File: src/rtl/retrig_pkg.sv
package retrig_pkg;
  localparam logic [1:0] TRIG_MODE_RETRIG = 2'b11;
  localparam int unsigned SYNC_STAGES = 2;
endpackage

File: src/rtl/trig_sync.sv
module trig_sync #(
  parameter int unsigned STAGES = 2
) (
  input  logic clk,
  input  logic rst,
  input  logic pin_i,
  output logic fall_o
);
  logic [STAGES-1:0] chain_q;
  logic              prev_q;

  genvar g;
  generate
    for (g = 0; g < STAGES; g++) begin : g_stage
      if (g == 0) begin : g_first
        always_ff @(posedge clk) begin
          if (rst) chain_q[0] <= 1'b1;
          else     chain_q[0] <= pin_i;
        end
      end else begin : g_next
        always_ff @(posedge clk) begin
          if (rst) chain_q[g] <= 1'b1;
          else     chain_q[g] <= chain_q[g-1];
        end
      end
    end
  endgenerate

  always_ff @(posedge clk) begin
    if (rst) prev_q <= 1'b1;
    else     prev_q <= chain_q[STAGES-1];
  end

  assign fall_o = prev_q & ~chain_q[STAGES-1];

  // a detected falling edge lasts exactly one cycle
  a_r2_single_edge: assert property (@(posedge clk) disable iff (rst)
    fall_o |=> !fall_o);
endmodule

File: src/rtl/ivl_counter.sv
module ivl_counter #(
  parameter int unsigned W = 8
) (
  input  logic         clk,
  input  logic         rst,
  input  logic         load_i,
  input  logic         dec_i,
  input  logic [W-1:0] init_i,
  output logic         at_one_o
);
  localparam logic [W-1:0] ONE = W'(1);
  logic [W-1:0] cnt_q;

  always_ff @(posedge clk) begin
    if (rst)         cnt_q <= '0;
    else if (load_i) cnt_q <= init_i;
    else if (dec_i)  cnt_q <= cnt_q - ONE;
  end

  assign at_one_o = (cnt_q == ONE);

  // the count holds when neither a load nor a tick was present
  a_r3_hold_without_tick: assert property (@(posedge clk) disable iff (rst)
    (!$past(load_i) && !$past(dec_i)) |-> $stable(cnt_q));
endmodule

File: src/rtl/retrig_timer.sv
module retrig_timer #(
  parameter int unsigned W = 8
) (
  input  logic         clk,
  input  logic         rst,
  input  logic         tick_i,
  input  logic         trig_i,
  input  logic [W-1:0] init_i,
  input  logic [1:0]   mode_i,
  input  logic         cont_i,
  input  logic         en_set_i,
  input  logic         en_clr_i,
  output logic         en_o,
  output logic         irq_o
);
  import retrig_pkg::*;

  logic fall, at_one, start, eoc, load;
  logic en_q, run_q, irq_q;

  trig_sync #(.STAGES(SYNC_STAGES)) u_sync (
    .clk(clk), .rst(rst), .pin_i(trig_i), .fall_o(fall)
  );

  assign start = fall & en_q & (mode_i == TRIG_MODE_RETRIG);
  assign eoc   = run_q & tick_i & at_one;
  assign load  = start | (eoc & cont_i);

  ivl_counter #(.W(W)) u_cnt (
    .clk(clk), .rst(rst), .load_i(load), .dec_i(run_q & tick_i),
    .init_i(init_i), .at_one_o(at_one)
  );

  always_ff @(posedge clk) begin
    if (rst) begin
      en_q  <= 1'b0;
      run_q <= 1'b0;
      irq_q <= 1'b0;
    end else begin
      irq_q <= eoc;
      if (en_clr_i) begin
        en_q  <= 1'b0;
        run_q <= 1'b0;
      end else begin
        if (en_set_i) en_q <= 1'b1;
        if (start) run_q <= 1'b1;
        else if (eoc && !cont_i) begin
          run_q <= 1'b0;
          en_q  <= 1'b0;
        end
      end
    end
  end

  assign en_o  = en_q;
  assign irq_o = irq_q;

  // no interrupt can follow a cycle in which the enable bit was clear
  a_r6_quiet_when_disabled: assert property (@(posedge clk) disable iff (rst)
    !$past(en_q) |-> !irq_o);

  // counting never begins while the trigger mode is not edge-started
  a_r6_no_start_wrong_mode: assert property (@(posedge clk) disable iff (rst)
    (!$past(run_q) && ($past(mode_i) != TRIG_MODE_RETRIG)) |-> !run_q);

  // a single-pass end of count with no colliding edge drops the enable bit
  a_r4_sp_clears_enable: assert property (@(posedge clk) disable iff (rst)
    (irq_o && !$past(cont_i) && !$past(start)) |-> !en_o);

  // a colliding edge keeps the timer running
  a_r9_reload_wins: assert property (@(posedge clk) disable iff (rst)
    ($past(start) && !$past(en_clr_i)) |-> run_q);
endmodule

File: config.mk
export PLATFORM = sky130hd
export DESIGN_NAME = retrig_timer
export DESIGN_NICKNAME = d
export VERILOG_FILES = /design/src/rtl/retrig_pkg.sv /design/src/rtl/trig_sync.sv /design/src/rtl/ivl_counter.sv /design/src/rtl/retrig_timer.sv
export SDC_FILE = /design/constraint.sdc
export NUM_CORES = 1
export LEC_CHECK = 0
export BUFFER_PORTS_ARGS = -buffer_cell sky130_fd_sc_hd__buf_2
export CAP_MARGIN = 20
export CORE_MARGIN = 8
export CORE_UTILIZATION = 45
export CTS_CLUSTER_SIZE = 8
export DETAILED_ROUTE_END_ITERATION = 10
export MAX_ROUTING_LAYER = met4
export PLACE_DENSITY = 0.66
export SLEW_MARGIN = 10
export SYNTH_ARGS = -nofsm -noshare
export SYNTH_HDL_FRONTEND = slang
export SYNTH_SLANG_ARGS = --single-unit
File: constraint.sdc
create_clock -name clk -period 5.6 [get_ports clk]
set_input_delay 1.12 -clock clk [delete_from_list [all_inputs] [get_ports clk]]
set_output_delay 1.12 -clock clk [all_outputs]
set_load 0.1 [all_outputs]
* After elaboration in Yosys (flattened, before gate mapping)
Index checks and enable logic that the tools add are counted.
** Storage, ports and cells
- Register bits after elaboration :: 14
- Latch bits :: 0
- RAM bits :: 0
- Bits in read-only memories :: 0
- Bits of input ports :: 17
- Output and inout port bits :: 2
- Word-level logic and storage cells :: 30
- Memories :: 0
** Cells by class
- Add/subtract/negate cells :: 1
- $mul :: 0
- Divide/modulo/power cells :: 0
- Order comparisons :: 0
- Equal/unequal tests :: 2
- Shifts and indexed selects :: 0
- Muxes and demuxes :: 7
- Bitwise logic cells :: 8
- Reduce and logical (&&, ||, !) cells :: 5
** Operators by type and width (number)
- two-way mux 8 bit :: 2
- equality test 8 x 1 -> 1 bit, second input constant :: 1
- subtractor 8 x 1 -> 8 bit, second input constant :: 1
- bitwise AND 1 bit :: 6
- two-way mux 1 bit :: 5
- nonzero test 2 bit :: 2
- equality test 2 bit, second input constant :: 1
- OR reduction 2 bit :: 1
- logical AND 1 bit :: 1
- zero test 1 bit :: 1
- inverter 1 bit :: 1
- OR 1 bit :: 1

* Depth between registers and ports, before layout
Gate-level depths: netlist of run 1.
- Depth in word-level cells :: 6
- Gate-level depth with buffers :: 8
- Mapped depth without buffers :: 6

* Hierarchy
A second synthesis of run 1 with hierarchy kept.
** Second synthesis, totals
- Cell total of the unflattened synthesis :: 76
- Area, all modules :: 696.9 um^2
** By module, submodules not included
- ivl_counter :: instances 1, cells an instance 56, area an instance 473.0 um^2, seq. area each 160.2 um^2
- retrig_timer :: instances 1, cells an instance 13, area an instance 138.9 um^2, seq. area each 60.1 um^2
- trig_sync :: instances 1, cells an instance 7, area an instance 85.1 um^2, seq. area each 60.1 um^2

* Least setup slack after synthesis of run 1
Ideal clock, no wire load.
- Path type :: input -> register
- From :: input cont_i
- To :: register u_cnt.cnt_q[0]
- Library setup time :: 0.080 ns
- Arrival :: 2.260 ns
- Required time :: 5.520 ns
- Path slack :: 3.259 ns
- Stages :: 6
- Path buffers :: 2
- Path through :: nand4_1 > or4b_1 > buf_6 > and2_4 > buf_6 > a211oi_2
** Between the ends
- Longest elaborated chain between the ends :: 3
- Elaborated cells on any way between the ends :: 4
- Those cells by class :: 1 x mux; 2 x bitwise; 1 x reduce/logical
** Ends and longest elaborated chain
- from (decl) :: RTL line retrig_timer.sv:10 : input logic cont_i,
- bitwise AND 1 bit (*) :: RTL line retrig_timer.sv:27 : assign load = start | (eoc & cont_i);
- OR 1 bit (*) :: RTL line retrig_timer.sv:27
- two-way mux 8 bit / nonzero test 2 bit (equally long branches)
- to (signal assigned) :: RTL line ivl_counter.sv:16 : else if (load_i) cnt_q <= init_i;
- to (signal assigned) :: RTL line ivl_counter.sv:17 : else if (dec_i) cnt_q <= cnt_q - ONE;
- to (decl) :: RTL line ivl_counter.sv:12 : logic [W-1:0] cnt_q;
Mark *: on every way between the ends. The rest lies on a longest branch, timed or not.
A chain may end at the register's enable or synchronous reset.

* Final worst setup path of run 1
- From :: input tick_i
- To :: register u_cnt.cnt_q[6]
** Between the ends
- Longest elaborated chain between the ends :: 5
- Elaborated cells on any way between the ends :: 6
- Those cells by class :: 1 x mux; 4 x bitwise; 1 x reduce/logical
** Ends and longest elaborated chain
- from (decl) :: RTL line retrig_timer.sv:6 : input logic tick_i,
- bitwise AND 1 bit (*) :: RTL line retrig_timer.sv:26, retrig_timer.sv:30
- bitwise AND 1 bit :: RTL line retrig_timer.sv:26 : assign eoc = run_q & tick_i & at_one;
- bitwise AND 1 bit :: RTL line retrig_timer.sv:27
- OR 1 bit :: RTL line retrig_timer.sv:27
- two-way mux 8 bit / nonzero test 2 bit (equally long branches)
Marks and branches as above.

==> flow_summary.toml, run 1 <==
[outcome]
status = "complete, no violations"

[yosys]
ys_top_cells_by_count = "14 x sky130_fd_sc_hd__dfxtp_1, 9 x sky130_fd_sc_hd__a21oi_1, 7 x sky130_fd_sc_hd__a211oi_2"
synth-seq-area-share = 0.380
yosys_warnings = 0
synth.lib_cells_used.distinct = 29
ys_async_sr_fraction = 0
post_synth_instance_area_sq_um = 737
ys.flop_type = "sky130_fd_sc_hd__dfxtp_1"
synthMostInstantiatedCell = "sky130_fd_sc_hd__dfxtp_1"
netlist_instances = 78
synth_enable_flop_cells = 0
syn_avg_cell_area_sq_um = 9.45
yosys_register_bits = 14
synth_top_cell_area_share = 0.380
yosys.area.top_type = "sky130_fd_sc_hd__dfxtp_1"
net_count_of_the_mapped_netlist = 97
post_synth_main_area_contributors = "sky130_fd_sc_hd__dfxtp_1 38%, sky130_fd_sc_hd__a211oi_2 12%, sky130_fd_sc_hd__a21oi_1 6.1%"

[routing]
detailroute.via_count = 612
postRouteWirelength_microns = 1510
drcViolationCount = 0
firstDrtPassIters = 4
ant_nets = 0
viasPerCell = 5.51
drt_iter0_drc = 2
drt-wirelength-per-cell_microns = 13.6

[timing]
period_minus_slack_ns = 2.30
slew-limit-headroom = 0.679
finalSetupViolCount = 0
fmax_mhz = 434
timing.final.hold_violations = 0
slack_of_the_critical_path_ns = 3.30
final-max-slew-violation-count = 0
tightestPinTransition_ns = 0.485
grt_setup_unrepaired = "no"
post_route_clock_period_utilization = 0.412
setup_tns_ns = 0
worst_clock_skew_ns = 0.00375

[clock_tree]
clockBufferDepth = 2
clock-root-buffer = "sky130_fd_sc_hd__clkbuf_4"
tritoncts = "done"
post_cts_gate_resize_count = 0
path_clk_slew_ns = 0.08
htree_depth = 1
post-cts-setup-buffers = 0
clock_latency_ns = 0.28
tritoncts.num_buffers = 3
holdBufCountCts = 0
clock_sink_count = 14

[floorplanning]
initial_utilization = 0.484
chipHeight_microns = 56.5
die-width_microns = 56.5
num_rows = 14
design.die.area_sq_um = 3190
io_pins = 19
core_sq_um = 1520

[cells_and_area]
ratio_of_cells_with_drive_above_1_in_the_final_layout = 0.347
layout.area.seq_sq_um = 280
final_instance_count_excl_fillers = 111
insertedDiodeCount = 0
final_area_sq_um = 840
num-nets-final = 116
n_fill_cell = 146
syn2layout_area_growth_pct = 13.9
multiInputGateArea_sq_um = 412

[placed_design]
dp_worst_setup_slack_ns = 3.01
detailed_place_hpwl_microns = 1160
dp_cells = 108
placed_cell_area_sq_um = 817
port-buffer-count = 18
final_weighted_congestion_in_routability_driven_placement = 0.887

[critical_path]
critPathBufInv = 1
max_stage_delay_ns = 0.69
required_ns = 5.80
crit_path_top_delay_cell = "sky130_fd_sc_hd__or4b_1"
setup.worst_path.start_class = "primary input"
timing.critical_path.max_delay_family = "simple AND/OR/NAND/NOR gates"
critical_path_arrival_ns = 2.51
timing.reg2reg.setup_slack_ns = 3.63
cp_cell_sequence = "buf_2 > nand4_1 > or4b_1 > and2_4 > a211oi_2"
path_max_fanout = 9
critPathKind = "primary input to register"
end_kind = "register"

[power]
p_sw_frac = 0.231
power.share.clock = 0.323
total_switching_power_w = 0.0000396
leakagePower_nw = 0.329
cell_internal_pwr_w = 0.000132
power.share.sequential = 0.593
worst_voltage_drop_across_the_vdd_grid_uv = 132
combPwrFrac = 0.084
power.density_nw_per_um2 = 204

[grt]
grt_pass1_wl_microns = 2670
grt_start_max_net_pins = 14
antenna_found_initial = 0
grt.total_usage = 0.106
globalRouteOverflowTotal = 0
grt_pass1_vias = 609

[flow_run]
drv_cap = 0

[min_path]
hold_path_class = "register to register"
## power by group through the flow
stage | clock [W] | sequential, W | combinational, W
6_report | 0.0000555 | 0.000102 | 0.0000144
5_1_grt | 0.0000645 | 0.000102 | 0.0000158
4_1_cts | 0.0000594 | 0.000102 | 0.0000145
3_5_place_dp | 0 | 0.000104 | 0.0000144
3_3_place_gp | 0 | 0.000104 | 0.0000142
2_1_floorplan | 0 | 0.000106 | 0.00000469
## area by class of cell
cell class	count	area share
inverter	4	0.0179
multi-input combinational	56	0.490
sequential	14	0.334
timing repair buffer	18	0.107
tap	16	0.0238
clock buffer	3	0.0268
## path summary, 6_finish.rpt
kind	start	cells past startpoint	to
min	u_sync.chain_q[0]	1	u_sync.chain_q[1]
max	tick_i	5	u_cnt.cnt_q[6]
max reg2reg	u_cnt.cnt_q[2]	4	u_cnt.cnt_q[6]
min reg2reg	u_sync.chain_q[0]	1	u_sync.chain_q[1]
## registers in the layout, summed over array words and instances, names as in the netlist
| register | cells |
|---|---|
| u_cnt.cnt_q | 8 |
| en_o | 1 |
| u_sync.chain_q | 2 |
| u_sync.prev_q | 1 |
| irq_o | 1 |
| run_q | 1 |
## logic make-up (layout without fill, tap and decap cells)
family,after synthesis,after routing,share of synthesized area
compound gates,20,20,0.212
xor+xnor,7,7,0.0832
simple gates,27,27,0.229
buf+inv,8,25,0.0611
flops,14,14,0.380
fa+ha+maj,2,2,0.0340
## layout by cell type, fill, tap and decap left out
cell type | synthesis | final
sky130_fd_sc_hd__ha_1 | 2 | 2
sky130_fd_sc_hd__nand4bb_1 | 1 | 1
sky130_fd_sc_hd__nor3_1 | 1 | 1
sky130_fd_sc_hd__or2_2 | 2 | 2
sky130_fd_sc_hd__dfxtp_1 | 14 | 14
sky130_fd_sc_hd__xor2_1 | 3 | 3
sky130_fd_sc_hd__or2b_1 | 1 | 1
sky130_fd_sc_hd__o21ai_0 | 2 | 2
sky130_fd_sc_hd__a21oi_1 | 9 | 9
sky130_fd_sc_hd__nand2b_1 | 1 | 1
sky130_fd_sc_hd__clkbuf_4 | 0 | 3
sky130_fd_sc_hd__and4_1 | 1 | 1
sky130_fd_sc_hd__nand4_1 | 2 | 2
sky130_fd_sc_hd__o21ai_1 | 1 | 1
sky130_fd_sc_hd__nor2_1 | 2 | 2
sky130_fd_sc_hd__a311oi_1 | 1 | 1
sky130_fd_sc_hd__a211oi_2 | 7 | 7
sky130_fd_sc_hd__nand3_1 | 2 | 2
sky130_fd_sc_hd__and2_1 | 1 | 1
sky130_fd_sc_hd__nand2_1 | 6 | 6
sky130_fd_sc_hd__nor4_1 | 3 | 3
sky130_fd_sc_hd__or3b_2 | 1 | 1
sky130_fd_sc_hd__xnor2_1 | 4 | 4
sky130_fd_sc_hd__or4b_1 | 1 | 1
sky130_fd_sc_hd__inv_1 | 4 | 4
sky130_fd_sc_hd__and2_4 | 1 | 1
sky130_fd_sc_hd__nor4_2 | 1 | 1
sky130_fd_sc_hd__buf_2 | 0 | 18
## per-stage QoR
step,hold WS [ns],total power (W),utilization
global placement,0.392,0.000118,0.536
CTS,0.416,0.000176,0.551
detailed placement,0.397,0.000118,0.536
floorplan,0.389,0.000111,-
global route,0.435,0.000182,0.551
finish,0.412,0.000172,0.551
## worst register-to-register path, cell delays in order (launching register included)
cell and delay [ns]:
sky130_fd_sc_hd__dfxtp_1 0.36, sky130_fd_sc_hd__nor4_2 0.43, sky130_fd_sc_hd__or4b_1 0.65, sky130_fd_sc_hd__and2_4 0.26
sky130_fd_sc_hd__a211oi_2 0.19
## routing by layer
metal | vias to the layer above | GRT usage | part of all wire
met5 | - | - | 0
met4 | 0 | 0.0653 | 0.020
met3 | 5 | 0.0427 | 0.040
met2 | 12 | 0.146 | 0.47
met1 | 278 | 0.126 | 0.47
li1 | 317 | - | -
Note: power is estimated with default switching activity, not from simulation.
==> run 2: changes to the inputs <==
Settings changed: PLACE_DENSITY 0.66 to 0.68.
Clock period 5.6 ns to 1.9 ns, I/O delays scaled along.
==> run 2 against run 1 <==
- clock skew decreased by 0.0016 ns
- clock power grew to 4.0 times the previous value
- critical path depth rose by 2
- critical endpoint is now u_cnt.cnt_q[5]
- final cell count is 2.7% higher
- setup slack lost 3.2 ns
- sequential power increased to 2.9 times the previous value
- sequential share of layout area shrank 1.1 points
- die area stayed put
- wire length is 3.2% higher
- combinational power grew to 3.0 times the previous value
==> flow_summary.toml, run 2 (same netlist as run 1, synthesis figures left out) <==
[outcome]
status = "complete, no violations"

[cells_and_area]
num-nets-final = 118
final_area_sq_um = 873
syn2layout_area_growth_pct = 18.5
largest_register_ff_count = 8
layout.core_utilization = 0.573
insertedDiodeCount = 0
biggestRegsByFlops = "u_cnt.cnt_q: 8 flops, u_sync.chain_q: 2 flops"
max_flop_register = "u_cnt.cnt_q"
ratio_of_cells_with_drive_above_1_in_the_final_layout = 0.388
most_frequent_cells_in_the_layout = "18 x sky130_fd_sc_hd__buf_2, 13 x sky130_fd_sc_hd__dfxtp_1, 8 x sky130_fd_sc_hd__a21oi_1"
layout.cells.most_common = "sky130_fd_sc_hd__buf_2"
final_instance_count_excl_fillers = 114

[power]
overall_power_of_the_completed_layout_w = 0.000565
power.density_nw_per_um2 = 647
leakagePower_nw = 0.345
worst_voltage_drop_across_the_vdd_grid_uv = 377

[clock_tree]
clockBufferDepth = 2
clock_latency_ns = 0.29
tritoncts = "done"
tritoncts.num_buffers = 3
htree_depth = 1
clock_sink_count = 14
holdBufCountCts = 0
path_clk_slew_ns = 0.09
clock-root-buffer = "sky130_fd_sc_hd__clkbuf_4"

[placed_design]
final_weighted_congestion_in_routability_driven_placement = 0.825
port-buffer-count = 18
placed_cell_area_sq_um = 833
dp_cells = 110
detailed_place_hpwl_microns = 1160

[timing]
period_minus_slack_ns = 1.76
finalSetupViolCount = 0
final-max-slew-violation-count = 0
fmax_mhz = 568
timing.final.hold_violations = 0
grt_setup_unrepaired = "no"
tightestPinTransition_ns = 0.486
setup_tns_ns = 0
worst_clock_skew_ns = 0.00218
slew-limit-headroom = 0.678
post_route_clock_period_utilization = 0.927

[grt]
globalRouteOverflowTotal = 0
antenna_found_initial = 0
grt_start_max_net_pins = 14
grt.total_usage = 0.100
grt_pass1_wl_microns = 2580
grt_pass1_vias = 604

[routing]
drcViolationCount = 0
postRouteWirelength_microns = 1560
ant_nets = 0
drt-wirelength-per-cell_microns = 13.7
viasPerCell = 5.27
detailroute.via_count = 601
firstDrtPassIters = 4
drt_iter0_drc = 8

[floorplanning]
num_rows = 14
die-width_microns = 56.5
initial_utilization = 0.484
chipHeight_microns = 56.5
core_sq_um = 1520
io_pins = 19
design.die.area_sq_um = 3190

[critical_path]
critPathKind = "register to register"
end_kind = "register"
setup.worst_path.start = "u_cnt.cnt_q[1]"
required_ns = 2.07
path_max_fanout = 8
timing.rr.start = "u_cnt.cnt_q[1]"
setup.worst_path.start_class = "register"
critical_path_arrival_ns = 1.93

[flow_run]
drv_cap = 0

[min_path]
hold_path_class = "primary input to register"
hold_path_startpoint = "trig_i"
## run 2: metal layers
metal	vias to the layer above	wire, microns	GRT usage
met4	0	35	0.0515
met2	11	740	0.154
met1	267	729	0.115
met3	5	58	0.0315
met5	-	0	-
li1	318	-	-
## run 2: power breakdown
part	leakage (nW)	internal, W	switching (W)
combinational	0.210	0.0000182	0.0000246
sequential	0.114	0.000298	0.00000207
clock	0.0210	0.000117	0.000105
## run 2: cell type report
cell class                 count  area (sq um)
multi-input combinational     56           415
inverter                       4          15.0
tap                           16          20.0
sequential                    14           282
fill                         132           651
timing repair buffer          20           105
clock buffer                   4          36.3
## run 2: what timing repair did
item,in CTS,in global routing
buffers inserted,0,0
setup endpoints to repair,0,1
hold endpoints to repair,0,0
gates resized for setup,0,1
## run 2: worst paths after layout
check / endpoint / slack (ns) / cells after the start
worst max register to register: u_cnt.cnt_q[5] / 0.14 / 7
worst max-delay path: u_cnt.cnt_q[5] / 0.14 / 7
worst min register to register: u_sync.chain_q[1] / 0.42 / 1
worst min-delay path: u_sync.chain_q[0] / 0.27 / 2
## run 2: worst max-delay path, cell delays in order (launching register included)
cell                       delay [ns]
sky130_fd_sc_hd__dfxtp_1         0.33
sky130_fd_sc_hd__inv_1           0.08
sky130_fd_sc_hd__ha_1            0.16
sky130_fd_sc_hd__nand4_1         0.11
sky130_fd_sc_hd__or4b_1          0.55
sky130_fd_sc_hd__buf_4           0.19
sky130_fd_sc_hd__a21oi_1         0.16
sky130_fd_sc_hd__a211oi_2        0.07
## run 2: stage by stage
stage / setup WS [ns] / hold WS [ns]
floorplan: 0.135 / 0.389
finish: 0.139 / 0.269
detailed placement: 0.183 / 0.397
CTS: 0.155 / 0.262
global route: 0.00796 / 0.255
global placement: 0.217 / 0.393
